## src/rtl/nlc_pkg.sv

```systemverilog
package nlc_pkg;

  // Nonlinear merge of the three register output bits.
  function automatic logic nlc_combine(input logic a, input logic b, input logic c);
    return (a & b) ^ (b & c) ^ c;
  endfunction

  // One Fibonacci step: shift toward the MSB, parity of tapped bits enters at bit 0.
  function automatic logic nlc_parity(input logic [63:0] bits);
    return ^bits;
  endfunction

endpackage

```

## src/rtl/nlc_lfsr.sv

```systemverilog
module nlc_lfsr #(
  parameter int          W      = 5,
  parameter logic [W-1:0] TAPS  = 5'b10100,
  parameter int          SEED_W = 32
) (
  input  logic              clk,
  input  logic              rst_n,
  input  logic              load,
  input  logic [SEED_W-1:0] seed,
  output logic [W-1:0]      state,
  output logic              msb,
  output logic              seed_fixed
);
  import nlc_pkg::*;

  localparam int FIT_W = (W < SEED_W) ? W : SEED_W;

  logic [W-1:0] state_q;
  logic [W-1:0] seed_fit;
  logic [W-1:0] seed_val;
  logic [W-1:0] step_nx;
  logic         feedback;

  genvar gi;
  generate
    for (gi = 0; gi < W; gi++) begin : g_fit
      if (gi < FIT_W) begin : g_take
        assign seed_fit[gi] = seed[gi];
      end else begin : g_clear
        assign seed_fit[gi] = 1'b0;
      end
    end
    if (SEED_W > W) begin : g_drop
      logic unused_seed_hi;
      assign unused_seed_hi = ^seed[SEED_W-1:W];
    end
  endgenerate

  assign seed_fixed = ~|seed_fit;
  assign seed_val   = seed_fixed ? W'(1) : seed_fit;
  assign feedback   = nlc_parity(64'(state_q & TAPS));
  assign step_nx    = {state_q[W-2:0], feedback};

  always_ff @(posedge clk or negedge rst_n) begin
    if (!rst_n) begin
      state_q <= W'(1);
    end else if (load) begin
      state_q <= seed_val;
    end else begin
      state_q <= step_nx;
    end
  end

  assign state = state_q;
  assign msb   = state_q[W-1];

endmodule

```

## src/rtl/nlc_word_mix.sv

```systemverilog
module nlc_word_mix #(
  parameter int WORD_W = 32,
  parameter int X_W    = 7,
  parameter int Y_W    = 3
) (
  input  logic              clk,
  input  logic              rst_n,
  input  logic [X_W-1:0]    x,
  input  logic [Y_W-1:0]    y,
  output logic [WORD_W-1:0] word
);
  logic [WORD_W-1:0] mix_nx;
  logic [WORD_W-1:0] word_q;

  genvar gi;
  generate
    for (gi = 0; gi < WORD_W; gi++) begin : g_bit
      logic xb, yb;
      if (gi < X_W) begin : g_x
        assign xb = x[gi];
      end else begin : g_xz
        assign xb = 1'b0;
      end
      if (gi < Y_W) begin : g_y
        assign yb = y[gi];
      end else begin : g_yz
        assign yb = 1'b0;
      end
      assign mix_nx[gi] = xb ^ yb;
    end
  endgenerate

  always_ff @(posedge clk or negedge rst_n) begin
    if (!rst_n) begin
      word_q <= '0;
    end else begin
      word_q <= mix_nx;
    end
  end

  assign word = word_q;

endmodule

```

## src/rtl/nlc_rng.sv

```systemverilog
module nlc_rng #(
  parameter int             WORD_W = 32,
  parameter int             SEED_W = 32,
  parameter int             A_W    = 5,
  parameter logic [A_W-1:0] A_TAPS = 5'b10100,
  parameter int             B_W    = 7,
  parameter logic [B_W-1:0] B_TAPS = 7'b1100000,
  parameter int             C_W    = 3,
  parameter logic [C_W-1:0] C_TAPS = 3'b110
) (
  input  logic              clk,
  input  logic              rst_n,
  input  logic              seed_load,
  input  logic [SEED_W-1:0] seed,
  output logic              rnd_bit,
  output logic [WORD_W-1:0] rnd_word
);
  import nlc_pkg::*;

  logic [A_W-1:0] a_state;
  logic [B_W-1:0] b_state;
  logic [C_W-1:0] c_state;
  logic a_msb, b_msb, c_msb;
  logic a_fix, b_fix, c_fix;
  logic any_fix;

  nlc_lfsr #(.W(A_W), .TAPS(A_TAPS), .SEED_W(SEED_W)) u_reg_a (
    .clk(clk), .rst_n(rst_n), .load(seed_load), .seed(seed),
    .state(a_state), .msb(a_msb), .seed_fixed(a_fix)
  );

  nlc_lfsr #(.W(B_W), .TAPS(B_TAPS), .SEED_W(SEED_W)) u_reg_b (
    .clk(clk), .rst_n(rst_n), .load(seed_load), .seed(seed),
    .state(b_state), .msb(b_msb), .seed_fixed(b_fix)
  );

  nlc_lfsr #(.W(C_W), .TAPS(C_TAPS), .SEED_W(SEED_W)) u_reg_c (
    .clk(clk), .rst_n(rst_n), .load(seed_load), .seed(seed),
    .state(c_state), .msb(c_msb), .seed_fixed(c_fix)
  );

  // Named event: some register would have been seeded to zero.
  logic unused_any_fix;
  assign any_fix        = a_fix | b_fix | c_fix;
  assign unused_any_fix = any_fix;

  assign rnd_bit = nlc_combine(a_msb, b_msb, c_msb);

  nlc_word_mix #(.WORD_W(WORD_W), .X_W(B_W), .Y_W(C_W)) u_mix (
    .clk(clk), .rst_n(rst_n), .x(b_state), .y(c_state), .word(rnd_word)
  );

endmodule

```

## config.mk

```make
export PLATFORM = sky130hd
export DESIGN_NAME = nlc_rng
export DESIGN_NICKNAME = d
export VERILOG_FILES = /design/src/rtl/nlc_pkg.sv /design/src/rtl/nlc_lfsr.sv /design/src/rtl/nlc_word_mix.sv /design/src/rtl/nlc_rng.sv
export SDC_FILE = /design/constraint.sdc
export NUM_CORES = 1
export LEC_CHECK = 0
export CAP_MARGIN = 20
export CELL_PAD_IN_SITES_DETAIL_PLACEMENT = 0
export CELL_PAD_IN_SITES_GLOBAL_PLACEMENT = 1
export CORE_AREA = 8 8 73 75
export CTS_CLUSTER_DIAMETER = 60
export DETAILED_ROUTE_END_ITERATION = 6
export DIE_AREA = 0 0 81 83
export GPL_TIMING_DRIVEN = 0
export PLACE_DENSITY_LB_ADDON = 0.1
export RECOVER_POWER = 25
export SLEW_MARGIN = 30
export SYNTH_ARGS = -nofsm -noshare
export SYNTH_HDL_FRONTEND = slang
export SYNTH_SLANG_ARGS = --single-unit
```

## constraint.sdc

```tcl
create_clock -name clk -period 0.98 [get_ports clk]
set_input_delay 0.196 -clock clk [delete_from_list [all_inputs] [get_ports clk]]
set_output_delay 0.196 -clock clk [all_outputs]
set_load 0.02 [all_outputs]
```

==> flow_metrics.py <==
metrics = {
    "run_status": {
        "violations": "setup timing",
        "status": "finished, violations left",
    },
    "synth": {
        "synthCells": 92,
        "synth_flop_cell": "dfrtp_1",
        "ys_warn_count": 0,
        "post_synth_num_cell_types": 17,
        "postSynthAreaPerCell_sq_um": 10.9,
        "ys_async_sr_fraction": 1.00,
        "synth-edff-count": 0,
        "syn_area_sq_um": 1000,
        "ys_seq_area_frac": 0.552,
        "ys_seq_elements": 22,
    },
    "grt": {
        "grt_pass1_wl_mm": 3.50,
        "grt_max_degree": 23,
        "track_usage": 0.0668,
        "antenna_found_initial": 0,
        "grt-ovfl-total": 0,
        "grt_pass1_vias": 734,
    },
    "floorplan": {
        "die_x_um": 81,
        "pin_count": 68,
        "start_util": 0.239,
        "die_h_um": 83,
        "num_rows": 24,
        "coreArea_sq_um": 4200,
        "dieArea_sq_um": 6720,
    },
    "pwr": {
        "seq_power_share": 0.497,
        "power_frac_comb": 0.255,
        "vdd_drop_max_mv": 0.483,
        "p_per_area_nw_per_um2": 1540,
        "cellLeakagePower_nw": 0.757,
        "switchingPower_mw": 0.606,
        "total_power_mw": 2.20,
        "clockPowerShare": 0.248,
        "internal-power_mw": 1.59,
        "swShare": 0.276,
    },
    "sta": {
        "grt_setup_unrepaired": "yes",
        "setup_viol_count_final": 1,
        "skew_ns": 0.00479,
        "fin_crit_ns": 1.29,
        "fin_ws_ns": -0.313,
        "finalMaxSlewViolations": 0,
        "hold_viol_final": 0,
        "setup_tns_ns": -0.313,
        "finalCritPeriodShare": 1.32,
        "max_freq_ghz": 0.773,
    },
    "critical_path": {
        "cp_max_fo": 2,
        "critPathCaptureType": "primary output",
        "path_class": "register to primary output",
        "worstPathRequired_ns": 0.78,
        "start_kind": "register",
        "arrival_ns": 1.10,
    },
    "placed_design": {
        "dp_hpwl_mm": 1.67,
        "dp_slack_ns": -0.558,
        "gp_congestion": 0.693,
        "io_buffers": 17,
    },
    "route": {
        "drt_iter0_drc": 7,
        "drc_errors": 0,
        "dr_total_vias": 683,
        "wirelength_mm": 2.07,
        "firstDrtPassIters": 4,
        "routed_via_density": 3.50,
        "antenna_left": 0,
        "routedWlPerCell_um": 10.6,
    },
    "cts": {
        "cts.clk_slew.worst_paths_ns": 0.07,
        "clock-root-buffer": "clkbuf_8",
        "cts_buffers": 3,
        "tritoncts": "yes",
        "clk_latency_ns": 0.26,
        "htreeDepth": 1,
        "clock-sinks": 22,
        "clockBufferDepth": 2,
    },
    "final_layout": {
        "fillers": 456,
        "nets": 179,
        "mostFrequentLayoutCells": "buf_4, conb_1, dfrtp_1",
        "layout-drive-gt1-share": 0.385,
        "area_growth_pct": 42.1,
        "layout_commonest_cell": "buf_4",
        "antennaDiodeCount": 0,
    },
    "worst_hold_path": {
        "hp-class": "primary input to register",
    },
    "run": {
        "maxCapViolCount": 0,
    },
}
critical path, cell delays in order (launching register included):
cell,delay [ns]
dfrtp_1,0.40
mux2_4,0.31
buf_6,0.13
synth_stat cells (2+ instances only):
master	instances	share of area
mux2_2	3	0.034
dfstp_2	3	0.078
nor2_1	2	0.0075
inv_1	11	0.041
nand2_1	5	0.019
xor2_1	6	0.052
buf_4	25	0.19
o21ai_0	10	0.050
dfrtp_1	19	0.47
cells by family after synthesis:
| kind of cell | synth area share |
|---|---|
| other | 0.00373 |
| xor gates and xnor gates | 0.0523 |
| AOI/OAI and AO/OA | 0.0747 |
| muxes | 0.0336 |
| DFF | 0.552 |
| buffers and inverters | 0.237 |
| and+or+nand+nor | 0.0473 |
registers in the layout (all words and copies together) (netlist names):
| signal | cells |
|---|---|
| u_reg_c.state | 3 |
| u_reg_b.state | 7 |
| u_mix.word | 7 |
| u_reg_a.state | 5 |
power groups by stage:
stage,Sequential (mW),Clock [mW],Combinational [mW]
floorplan,1.15,0,0.275
global placement,1.10,0,0.524
detailed placement,1.10,0,0.521
CTS,1.08,0.579,0.532
global route,1.10,0.616,0.613
finish,1.09,0.545,0.560
metal layers:
layer,global-route usage,up-vias,share of wire
met4,0.0293,0,0.017
met1,0.0704,319,0.38
met5,0,-,0
met2,0.113,23,0.53
met3,0.0259,5,0.070
li1,-,336,-
path summary, 6_finish.rpt:
check	from	end	slack, ns	depth (start not counted)
setup / recovery	u_reg_b.state[6]	rnd_bit	-0.31	2
min in group asynchronous	rst_n	u_mix.word[6]	0.42	2
hold reg to reg	u_reg_b.state[3]	u_mix.word[3]	0.39	0
max in group asynchronous	rst_n	u_reg_a.state[0]	0.20	2
setup reg to reg	u_reg_b.state[6]	u_reg_b.state[0]	0.02	3
hold / removal	seed[3]	u_reg_a.state[3]	0.17	3
area by class of cell:
| class | count | area (sq um) | area share |
|---|---|---|---|
| flip-flops and latches | 22 | 554 | 0.388 |
| multi-input cells | 56 | 314 | 0.220 |
| repair buffers | 23 | 213 | 0.149 |
| plain buffers | 27 | 195 | 0.137 |
| well taps | 52 | 65.1 | 0.0456 |
| clock buffers | 4 | 45.0 | 0.0316 |
| inverters | 11 | 41.3 | 0.0289 |
repair_timing:
action	4_1_cts	5_1_grt
setup endpoints to repair	18	10
hold endpoints to repair	19	0
pin swaps	3	2
gates resized for setup	58	11
hold buffers	1	0
buffers inserted	5	1
metrics by stage:
step                hold WS [ns]   util  std cells  cell area, sq um
CTS                        0.164  0.332        195              1400
detailed placement         0.186  0.315        185              1330
global route               0.168  0.340        195              1430
global placement           0.370  0.316        185              1330
finish                     0.165  0.340        195              1430
floorplan                -0.0996      -        116              1090
Note: power is estimated with default switching activity, not from simulation.
